$ cat src/rtl/adc_host_pkg.sv
package adc_host_pkg;

    typedef enum logic [2:0] {
        SEQ_IDLE,
        SEQ_WAKE,
        SEQ_CONV,
        SEQ_READ,
        SEQ_GAP
    } seq_state_t;

    typedef struct packed {
        logic convst;
        logic cs_n;
        logic rd_n;
    } adc_pins_t;

    localparam adc_pins_t PINS_QUIET = '{convst: 1'b0, cs_n: 1'b1, rd_n: 1'b1};

    function automatic int unsigned max2(input int unsigned a, input int unsigned b);
        return (a > b) ? a : b;
    endfunction

    // bits needed to count 0 .. lim-1
    function automatic int unsigned cnt_bits(input int unsigned lim);
        return (lim < 2) ? 1 : $clog2(lim);
    endfunction

endpackage

$ cat src/rtl/adc_hc_sync.sv
module adc_hc_sync #(
    parameter int STAGES = 2
) (
    input  logic clk,
    input  logic rst,
    input  logic d_i,
    output logic q_o
);
    logic [STAGES-1:0] chain_q;

    generate
        if (STAGES == 1) begin : g_single
            always_ff @(posedge clk) begin
                if (rst) chain_q <= '0;
                else     chain_q <= d_i;
            end
        end else begin : g_multi
            always_ff @(posedge clk) begin
                if (rst) chain_q <= '0;
                else     chain_q <= {chain_q[STAGES-2:0], d_i};
            end
        end
    endgenerate

    assign q_o = chain_q[STAGES-1];
endmodule

$ cat src/rtl/adc_hc_seq.sv
module adc_hc_seq
    import adc_host_pkg::*;
#(
    parameter int PWRUP_CYC   = 125,
    parameter int PULSE_CYC   = 4,
    parameter int RD_CYC      = 2,
    parameter int GAP_CYC     = 13,
    parameter int TIMEOUT_CYC = 600
) (
    input  logic      clk,
    input  logic      rst,
    input  logic      start_i,
    input  logic      pdown_i,
    input  logic      busy_s_i,
    output adc_pins_t pins_o,
    output logic      capture_o,
    output logic      timeout_o
);
    localparam int unsigned CNT_LIM =
        max2(max2(PWRUP_CYC, TIMEOUT_CYC), max2(max2(RD_CYC, GAP_CYC), PULSE_CYC));
    localparam int unsigned CW = cnt_bits(CNT_LIM);
    localparam logic [CW-1:0] PWRUP_LAST = CW'(PWRUP_CYC - 1);
    localparam logic [CW-1:0] PULSE_LAST = CW'(PULSE_CYC - 1);
    localparam logic [CW-1:0] RD_LAST    = CW'(RD_CYC - 1);
    localparam logic [CW-1:0] GAP_LAST   = CW'(GAP_CYC - 1);
    localparam logic [CW-1:0] TO_LAST    = CW'(TIMEOUT_CYC - 1);

    seq_state_t    state_q;
    logic [CW-1:0] cnt_q;
    logic          convst_q;
    logic          pd_q;
    logic          seen_q;
    logic          err_q;

    always_ff @(posedge clk) begin
        if (rst) begin
            state_q  <= SEQ_IDLE;
            cnt_q    <= '0;
            convst_q <= 1'b0;
            pd_q     <= 1'b0;
            seen_q   <= 1'b0;
            err_q    <= 1'b0;
        end else begin
            err_q <= 1'b0;
            unique case (state_q)
                SEQ_IDLE: begin
                    if (start_i) begin
                        pd_q   <= pdown_i;
                        cnt_q  <= '0;
                        seen_q <= 1'b0;
                        if (pdown_i || !convst_q) begin
                            state_q  <= SEQ_WAKE;
                            convst_q <= 1'b1;
                        end else begin
                            state_q  <= SEQ_CONV;
                            convst_q <= 1'b0;
                        end
                    end
                end
                SEQ_WAKE: begin
                    if (cnt_q == PWRUP_LAST) begin
                        state_q  <= SEQ_CONV;
                        convst_q <= 1'b0;
                        cnt_q    <= '0;
                    end else begin
                        cnt_q <= cnt_q + 1'b1;
                    end
                end
                SEQ_CONV: begin
                    cnt_q <= cnt_q + 1'b1;
                    if (!pd_q && cnt_q == PULSE_LAST) convst_q <= 1'b1;
                    if (busy_s_i) seen_q <= 1'b1;
                    if (seen_q && !busy_s_i) begin
                        state_q <= SEQ_READ;
                        cnt_q   <= '0;
                    end else if (cnt_q == TO_LAST) begin
                        state_q <= SEQ_GAP;
                        cnt_q   <= '0;
                        err_q   <= 1'b1;
                    end
                end
                SEQ_READ: begin
                    if (cnt_q == RD_LAST) begin
                        state_q <= SEQ_GAP;
                        cnt_q   <= '0;
                    end else begin
                        cnt_q <= cnt_q + 1'b1;
                    end
                end
                SEQ_GAP: begin
                    if (cnt_q == GAP_LAST) begin
                        state_q <= SEQ_IDLE;
                        cnt_q   <= '0;
                    end else begin
                        cnt_q <= cnt_q + 1'b1;
                    end
                end
                default: state_q <= SEQ_IDLE;
            endcase
        end
    end

    logic reading;
    assign reading = (state_q == SEQ_READ);

    always_comb begin
        pins_o        = PINS_QUIET;
        pins_o.convst = convst_q;
        pins_o.cs_n   = !reading;
        pins_o.rd_n   = !reading;
    end

    assign capture_o = reading && (cnt_q == RD_LAST);
    assign timeout_o = err_q;
endmodule

$ cat src/rtl/adc_hc_capture.sv
module adc_hc_capture #(
    parameter int DATA_W = 8
) (
    input  logic              clk,
    input  logic              rst,
    input  logic              strobe_i,
    input  logic [DATA_W-1:0] db_i,
    output logic [DATA_W-1:0] data_o,
    output logic              valid_o
);
    always_ff @(posedge clk) begin
        if (rst) begin
            data_o  <= '0;
            valid_o <= 1'b0;
        end else begin
            valid_o <= strobe_i;
            if (strobe_i) data_o <= db_i;
        end
    end
endmodule

$ cat src/rtl/adc_host_ctrl.sv
module adc_host_ctrl
    import adc_host_pkg::*;
#(
    parameter int DATA_W      = 8,
    parameter int SYNC_STAGES = 2,
    parameter int PWRUP_CYC   = 125,
    parameter int PULSE_CYC   = 4,
    parameter int RD_CYC      = 2,
    parameter int GAP_CYC     = 13,
    parameter int TIMEOUT_CYC = 600
) (
    input  logic              clk,
    input  logic              rst,
    input  logic              start_i,
    input  logic              pdown_i,
    input  logic              adc_busy_i,
    input  logic [DATA_W-1:0] adc_db_i,
    output logic              adc_convst_o,
    output logic              adc_cs_n_o,
    output logic              adc_rd_n_o,
    output logic [DATA_W-1:0] data_o,
    output logic              valid_o,
    output logic              err_o
);
    logic      busy_s;
    logic      capture;
    adc_pins_t pins;

    adc_hc_sync #(.STAGES(SYNC_STAGES)) u_sync (
        .clk (clk),
        .rst (rst),
        .d_i (adc_busy_i),
        .q_o (busy_s)
    );

    adc_hc_seq #(
        .PWRUP_CYC   (PWRUP_CYC),
        .PULSE_CYC   (PULSE_CYC),
        .RD_CYC      (RD_CYC),
        .GAP_CYC     (GAP_CYC),
        .TIMEOUT_CYC (TIMEOUT_CYC)
    ) u_seq (
        .clk       (clk),
        .rst       (rst),
        .start_i   (start_i),
        .pdown_i   (pdown_i),
        .busy_s_i  (busy_s),
        .pins_o    (pins),
        .capture_o (capture),
        .timeout_o (err_o)
    );

    adc_hc_capture #(.DATA_W(DATA_W)) u_cap (
        .clk      (clk),
        .rst      (rst),
        .strobe_i (capture),
        .db_i     (adc_db_i),
        .data_o   (data_o),
        .valid_o  (valid_o)
    );

    assign adc_convst_o = pins.convst;
    assign adc_cs_n_o   = pins.cs_n;
    assign adc_rd_n_o   = pins.rd_n;
endmodule

$ cat config.mk
export PLATFORM = sky130hd
export DESIGN_NAME = adc_host_ctrl
export DESIGN_NICKNAME = d
export VERILOG_FILES = /design/src/rtl/adc_host_pkg.sv /design/src/rtl/adc_hc_sync.sv /design/src/rtl/adc_hc_seq.sv /design/src/rtl/adc_hc_capture.sv /design/src/rtl/adc_host_ctrl.sv
export SDC_FILE = /design/constraint.sdc
export NUM_CORES = 1
export LEC_CHECK = 0
export ABC_AREA = 1
export BUFFER_PORTS_ARGS = -buffer_cell sky130_fd_sc_hd__buf_4
export CAP_MARGIN = 20
export CORE_MARGIN = 2
export CORE_UTILIZATION = 50
export CTS_BUF_LIST = sky130_fd_sc_hd__clkbuf_16
export DETAILED_ROUTE_END_ITERATION = 10
export PLACE_DENSITY = 0.76
export SKIP_CTS_REPAIR_TIMING = 1
export SYNTH_ARGS = -nofsm -noshare
export SYNTH_HDL_FRONTEND = slang
export SYNTH_SLANG_ARGS = --single-unit
export TNS_END_PERCENT = 20
$ cat constraint.sdc
create_clock -name clk -period 2.7 [get_ports clk]
set_input_delay 0.27 -clock clk [delete_from_list [all_inputs] [get_ports clk]]
set_output_delay 0.27 -clock clk [all_outputs]
set_load 0.01 [all_outputs]
Yosys cells after proc, flatten, opt, wreduce, memory -nomap -nowiden --
Index checks and enable logic that the tools add are counted. W data, S select, Z words.
Cells by class: $add $sub $neg 1, equal/unequal tests 16, muxes and demuxes 24, bitwise logic cells 1, reductions and logical operators 18
Operators by type and width (count):
- $mux W10 | 6
- $pmux W10 S5 | 1
- $mux W3 | 6
- $pmux W3 S5 | 1
- $add A10 B1 Y10 const B | 1
- $eq A10 B1 Y1 const B | 1
- $eq A10 B10 Y1 const B | 1
- $eq A10 B2 Y1 const B | 1
- $eq A10 B4 Y1 const B | 1
- $eq A10 B7 Y1 const B | 1
- $mux W1 | 7
- $eq A3 B2 Y1 const B | 2
- $ne A2 B1 Y1 const B | 3
- $ne A2 B2 Y1 const B | 3
- $reduce_and A5 Y1 | 1
- $reduce_bool A5 Y1 | 1
- $logic_not A1 Y1 | 4
- $reduce_and A2 Y1 | 2
- $reduce_and A4 Y1 | 1
- $eq A3 B1 Y1 const B | 1
- $eq A3 B3 Y1 const B | 1
- $logic_and A1 B1 Y1 | 3
- $logic_not A3 Y1 | 1
- $ne A3 B1 Y1 const B | 1
- 9 further kinds | 9
Word-level totals: bits in registers 28, input bits 13, output and inout port bits 13, word-level logic and storage cells 69

Logic depth before layout (Yosys ltp) --
Gate-level depths: netlist (run 1).
word-level depth 5, gate-level depth with buffers 11, mapped depth without buffers 11

Hierarchy --
A second synthesis (run 1) with hierarchy kept.
Second synthesis, totals: cell total of the unflattened synthesis 227, area, all modules 1472.7 sq um
By module, submodules not included:
- adc_hc_seq | instances 1, cells an instance 167, area each 1048.5 sq um, sequential area each 340.3 sq um
- adc_hc_capture | instances 1, cells an instance 54, area each 369.1 sq um, sequential area each 180.2 sq um
- adc_hc_sync | instances 1, cells an instance 6, area each 55.1 sq um, sequential area each 40.0 sq um

Worst setup path before layout (run 1) --
Ideal clock, no wire load.
path type reg-to-reg, start point register u_seq.cnt_q[0], end point register u_seq.cnt_q[6], setup time 116 ps, arrival time 1242 ps, required time 2584 ps, setup slack 1342 ps, stages on the path, launching flop included 11, clock period less this slack 1358 ps, cell sequence dfxtp_1 > ha_1 > nand2_1 > nor2_1 > nand3_1 > nand2_1 > nand2_2 > nor2_4 > nand2_2 > nand2_4 > nor2_1
Between the ends: word-level cells in the longest chain between the ends 4, elaborated cells on any way between the ends 11, those cells by class 1 x add/sub; 4 x eq/ne; 6 x mux
Ends and longest elaborated chain:
- from (decl) | line adc_hc_seq.sv:29 | logic [CW-1:0] cnt_q;
- from (signal assigned) | line adc_hc_seq.sv:66 | cnt_q <= cnt_q + 1'b1;
- from (signal assigned) | line adc_hc_seq.sv:70 | cnt_q <= cnt_q + 1'b1;
- from (signal assigned) | line adc_hc_seq.sv:87 | cnt_q <= cnt_q + 1'b1;
- $add A10 B1 Y10 / $eq A10 B10 Y1 (equally long branches)
- $mux W10 | line adc_hc_seq.sv:76 | end else if (cnt_q == TO_LAST) begin
- $mux W10 | line adc_hc_seq.sv:73 | if (seen_q && !busy_s_i) begin
- $pmux W10 S5 (*) | line adc_hc_seq.sv:45 | unique case (state_q)
Every way passes the cells marked *; elsewhere a longest branch is shown, timed or not. A chain may end at the register's enable or synchronous reset.

Worst setup path in the final report (run 1) --
start point register u_seq.cnt_q[0], end point register u_seq.cnt_q[9]
Same word-level chain as after synthesis.

==> reports/results.ini, run 1 <==
[final_layout]
design_area_um2 = 1780
layout_commonest_cell = nand2_1
nNetsFinal = 264
nFillCells = 264
layout-drive-gt1-share = 0.178
n_antenna_cell = 0
layout_common_cells = 40 x nand2_1, 39 x nor2_1, 33 x inv_1, 28 x dfxtp_1, 26 x buf_4
area_growth_pct = 22.2

[pwr]
p_leak_nw = 0.800
switchingPower_w = 0.000465
power_frac_comb = 0.331
p_sw_frac = 0.338
power.share.clock = 0.317
p_total_w = 0.00137
max-vdd-ir-drop_v = 0.000793
power_frac_seq = 0.352
p_int_w = 0.000908
powerDensity_nw_per_um2 = 772

[logic_synthesis]
synth_warnings = 0
synth_area_leaders = dfxtp_1 39%, nand2_1 10%, nor2_1 10%
synth_cell_type_count = 24
synth_simple_gate_area_frac = 0.373
synth_adder_area_share = 0.0258
synth_top_area_share = 0.386
yosys-mux-area-fraction = 0
synth_area_um2 = 1450
synthesis.nets = 236
synth_xor_area_frac = 0.0241
synth_sequential_area_ratio = 0.386
avgSynthCellArea_um2 = 6.61
syn_inst = 220
yosysTopAreaCell = dfxtp_1
synth_top_family_by_area = simple AND/OR/NAND/NOR gates
synth_seq_cells = 28
synth_compound_area_frac = 0.0878

[grt]
grt_max_degree = 17
gr-total-overflow = 0
grt.total_usage = 0.199
grt_pass1_vias = 1249
grt_pass1_wl_um = 5250
grt_antenna_before_repair = 0

[drt]
antenna_left = 0
drt_iter0_markers = 47
wl_per_cell_um = 11.1
viasPerCell = 5.09
drtPass1Iterations = 4
drc = 0
wl_um = 3080
vias = 1415

[floorplanning]
dieArea_um2 = 3360
core-area_um2 = 2760
rows = 19
die_w_um = 57.9
start_util = 0.527
die_y_um = 57.9
ios = 26

[clocking]
clkSinkCount = 28
htree_levels = 1
root_buffer = clkbuf_16
cts_inserted_buffers = 3
clock_latency_ns = 0.26
cts_buffer_depth = 2
clkSlewWorstSetupHoldPaths_ns = 0.07
cts_tree = built

[sta]
tns_ns = 0
period_needed_ns = 1.57
setup_viol = 0
maxSlewHeadroom = 0.684
slew_violations = 0
worst_clock_skew_ns = 0.00413
finalCritPeriodShare = 0.582
hold_viol_final = 0
worstMarginPinSlew_ns = 0.470
rsz0062_at_grt = no
fmax_ghz = 0.636

[flow_run]
cap_violations = 0

[setup_path]
path_class = reg2reg
arrival_ns = 1.73
worstSetupStartpointType = register
timing.rr.start = u_seq.cnt_q[0]
critPathMaxFanout = 9
crit_start = u_seq.cnt_q[0]
r2r_setup_slack_ns = 1.13
critPathMaxStageDelay_ns = 0.38
crit_path_end = u_seq.cnt_q[9]
worstPathRequired_ns = 2.86
r2r_end = u_seq.cnt_q[9]
cp_slowest_cell = dfxtp_1
endpoint_kind = register
path_cells = ha_1 > nand2_1 > nor2_1 > nand3_1 > nand2_1 > nand2_2 > nor2_4 > nand2_2 > nand2_4 > nor2_1
ff2ff_path_depth = 10

[place]
io_buffers = 25
place_area_um2 = 1670
dp_hpwl_um = 2340
gp_congestion = 0.890

[outcome]
outcome = completed

[hold_path]
hold_path_class = in2reg

-- stage by stage --
stage / hold WS (ns) / std cells / setup WS (ns) / util
after floorplan: 0.339 / 220 / 1.34 / -
after detailed placement: 0.399 / 274 / 1.14 / 0.606
after global routing: 0.218 / 278 / 0.979 / 0.644
after global placement: 0.392 / 274 / 1.15 / 0.606
after CTS: 0.211 / 278 / 1.12 / 0.644
final: 0.219 / 278 / 1.13 / 0.644
-- cells in the mapped netlist --
cell type	count
a21oi_1	13
nand2_4	2
xnor2_1	1
xor2_1	3
buf_2	1
nand3b_1	1
nor2_4	1
nand2_2	5
nand2_1	40
buf_4	1
inv_1	33
o21ai_1	1
nor2_1	39
o211ai_1	1
nand3_1	23
o21ai_0	10
clkbuf_1	1
dfxtp_1	28
inv_2	3
nor2_2	2
ha_1	3
nor3_1	4
nand4_1	3
or2_2	1
-- worst min path at each step --
stage                            from                end  slack, ns  cells past startpoint
floorplan                         rst    u_cap.data_o[3]       0.34                      1
global placement    u_sync.chain_q[0]  u_sync.chain_q[1]       0.39                      2
detailed placement  u_sync.chain_q[0]  u_sync.chain_q[1]       0.40                      2
CTS                        adc_busy_i  u_sync.chain_q[0]       0.21                      3
global route               adc_busy_i  u_sync.chain_q[0]       0.22                      3
finish                     adc_busy_i  u_sync.chain_q[0]       0.22                      3
-- worst max-delay path: cells and delay by family (launching register included) --
kind / cells / cell delay, ns
flip-flops: 1 / 0.38
AND/OR/NAND/NOR: 9 / 0.85
adder cells (fa/ha/maj): 1 / 0.23
-- flip-flops by register name, summed over array words and instances, names as in the netlist --
| signal | flops |
|---|---|
| u_seq.timeout_o | 1 |
| u_seq.cnt_q | 10 |
| u_sync.chain_q | 2 |
| u_cap.data_o | 8 |
| u_seq.pd_q | 1 |
| u_seq.convst_q | 1 |
| u_cap.valid_o | 1 |
| u_seq.state_q | 3 |
| u_seq.seen_q | 1 |
-- metal layers --
layer	track usage	part of all wire	vias up	wire length, µm
met5	0	0	-	0
met4	0.0631	0.013	0	39
met2	0.326	0.48	36	1470
met3	0.0424	0.049	4	152
li1	-	-	739	-
met1	0.261	0.46	636	1420
-- kinds of logic (layout without fill, tap and decap cells) --
family                   count (synthesis)  after routing
AND/OR/NAND/NOR                        121            121
buffers and inverters                   39             66
flip-flops                              28             28
AO/OA/AOI/OAI                           25             25
XOR/XNOR                                 4              4
adder cells (fa/ha/maj)                  3              3
-- layout make-up --
| class | instances | area, µm² | area share |
|---|---|---|---|
| inverters | 36 | 135 | 0.0761 |
| well taps | 31 | 38.8 | 0.0218 |
| clock buffers | 3 | 75.1 | 0.0423 |
| clock inverters | 1 | 30.0 | 0.0169 |
| multi-input cells | 153 | 742 | 0.418 |
| flip-flops and latches | 28 | 561 | 0.315 |
| repair buffers | 26 | 195 | 0.110 |
-- power groups by stage --
stage,registers (W),clock network (W),logic (W)
after global routing,0.000488,0.000468,0.000517
final,0.000483,0.000435,0.000454
after detailed placement,0.000493,0,0.000450
after floorplan,0.000492,0,0.000344
after global placement,0.000493,0,0.000447
after CTS,0.000484,0.000447,0.000454
(Power assumes the default switching activity.)
==> inputs of run 2 (changes only) <==
clock period = 1.58 ns   (was 2.7 ns; I/O delays follow)
==> run 2 against run 1 <==
- global-route usage up 0.74 points
- sequential power up 75%
- cell count up 3.2%
- combinational power up 100%
- first-iteration DRC count up 72%
- clock power up 70%
- sequential cell count unchanged
- count of clock-buffer cells in the layout unchanged
- sequential share of layout area down 1.9 points
- wire length up 17%
- total power up 83%
- core utilization up 4.8 points
- critical path type unchanged
- largest cell class unchanged
==> reports/results.ini, run 2 (synthesized netlist as in run 1, its figures left out) <==
[floorplanning]
rows = 19  ; unchanged
start_util = 0.527  ; unchanged
die_w_um = 57.9  ; unchanged
dieArea_um2 = 3360  ; unchanged
core-area_um2 = 2760  ; unchanged
ios = 26  ; unchanged
die_y_um = 57.9  ; unchanged

[final_layout]
layout_common_cells = 40 x nand2_1, 36 x nor2_1, 33 x buf_4, 31 x inv_1, 26 x dfxtp_1
largest_register_ff_count = 10  ; unchanged
nFillCells = 243  ; -8.0%
layout-drive-gt1-share = 0.254  ; +0.0758
multi_input_area_um2 = 805  ; +8.4%
regMostFlops = u_seq.cnt_q
area_growth_pct = 31.2
fin_cells = 287  ; +3.2%
design_area_um2 = 1910  ; +7.4%
register_area_um2 = 566  ; +0.89%
nNetsFinal = 273  ; +3.4%
reg_top3 = u_seq.cnt_q x10, u_cap.data_o x8, u_seq.state_q x3
layout_commonest_cell = nand2_1
n_antenna_cell = 0  ; unchanged

[sta]
worstMarginPinSlew_ns = 0.346  ; -0.124 ns
holdWs_ns = 0.100  ; -0.119 ns
slew_violations = 0  ; unchanged
finalCritPeriodShare = 0.984  ; +0.401
period_needed_ns = 1.55  ; -0.0181 ns
maxSlewHeadroom = 0.769  ; +0.0849
hold_viol_final = 0  ; unchanged
worst_clock_skew_ns = 0.00337  ; -0.000761 ns
fmax_ghz = 0.643  ; +1.2%
setup_viol = 0  ; unchanged

[setup_path]
path_cells = ha_4 > nand2_1 > nor2_2 > nand4_1 > o211ai_1 > nand3_1 > nor2_1 > nor2_1
cp_top_family = simple AND/OR/NAND/NOR gates
path_buf_inv = 0  ; unchanged
endpoint_kind = register
path_class = reg2reg
critPathMaxFanout = 4  ; -5
worstSetupStartpointType = register
worstPathRequired_ns = 1.74  ; -1.12 ns
critPathMaxStageDelay_ns = 0.38  ; about the same
path_common_cell = nor2_1
cp_slowest_cell = dfxtp_4
arrival_ns = 1.71  ; -0.02 ns

[place]
io_buffers = 25  ; unchanged
gp_congestion = 0.865  ; -2.8%
dp_hpwl_um = 2520  ; +7.7%
place_area_um2 = 1710  ; +2.2%
dp_cells = 279  ; +1.8%

[clocking]
clkSinkCount = 28  ; unchanged
htree_levels = 1  ; unchanged
cts_buffer_depth = 2  ; unchanged
clock_latency_ns = 0.26  ; about the same
cts_tree = built
clkSlewWorstSetupHoldPaths_ns = 0.07  ; about the same
root_buffer = clkbuf_16
cts_inserted_buffers = 3  ; unchanged

[drt]
wl_per_cell_um = 12.6  ; +13%
viasPerCell = 5.33  ; +4.8%
drtPass1Iterations = 4  ; unchanged
vias = 1531  ; +8.2%
wl_um = 3610  ; +17%
drc = 0  ; unchanged
drt_iter0_markers = 81  ; +72%
antenna_left = 0  ; unchanged

[grt]
grt_pass1_wl_um = 5370  ; +2.2%
grt_max_degree = 17  ; unchanged
grt_pass1_vias = 1318  ; +5.5%
grt_antenna_before_repair = 0  ; unchanged
grt.total_usage = 0.206  ; +0.00737
gr-total-overflow = 0  ; unchanged

[pwr]
powerDensity_nw_per_um2 = 1320  ; +71%
max-vdd-ir-drop_v = 0.00121  ; +53%
p_leak_nw = 0.858  ; +7.3%

[flow_run]
cap_violations = 0  ; unchanged

[hold_path]
hold_path_class = in2reg

[outcome]
outcome = completed

## run 2: tightest hold or removal path, delay by kind of cell
family	cells	cell delay [ns]
and+or+nand+nor	1	0.07
buffers and inverters	2	0.10
## run 2: final timing paths
kind | end | from | slack (ns) | cells after the start
setup / recovery | u_seq.cnt_q[8] | u_seq.cnt_q[0] | 0.03 | 8
hold / removal | u_sync.chain_q[0] | adc_busy_i | 0.10 | 3
setup reg to reg | u_seq.cnt_q[8] | u_seq.cnt_q[0] | 0.03 | 8
hold reg to reg | u_sync.chain_q[1] | u_sync.chain_q[0] | 0.43 | 2
## run 2: power breakdown
part | internal (W) | leakage (nW) | switching (W)
clock | 0.000504 | 0.0511 | 0.000237
combinational | 0.000350 | 0.578 | 0.000578
sequential | 0.000782 | 0.228 | 0.0000638
## run 2: per-layer routing
layer	GRT usage	up-vias	share of wire
met2	0.357	58	0.50
met3	0.0357	10	0.055
met1	0.245	700	0.42
met4	0.0997	0	0.024
li1	-	763	-
met5	0	-	0
## run 2: layout make-up
cell class,instances,area share
clock inverter,1,0.0157
sequential,28,0.296
tap,31,0.0203
timing repair buffer,34,0.136
clock buffer,3,0.0393
multi-input combinational,154,0.422
inverter,36,0.0708
## run 2: through the flow
step | power (W) | util | setup WS, ns | TNS (ns)
after global placement | 0.00166 | 0.620 | 0.125 | 0
after global routing | 0.00268 | 0.692 | -0.0966 | -0.510
after floorplan | 0.00143 | - | 0.222 | 0
final | 0.00251 | 0.692 | 0.0257 | 0
after CTS | 0.00242 | 0.658 | 0.0261 | 0
after detailed placement | 0.00167 | 0.620 | 0.0511 | 0
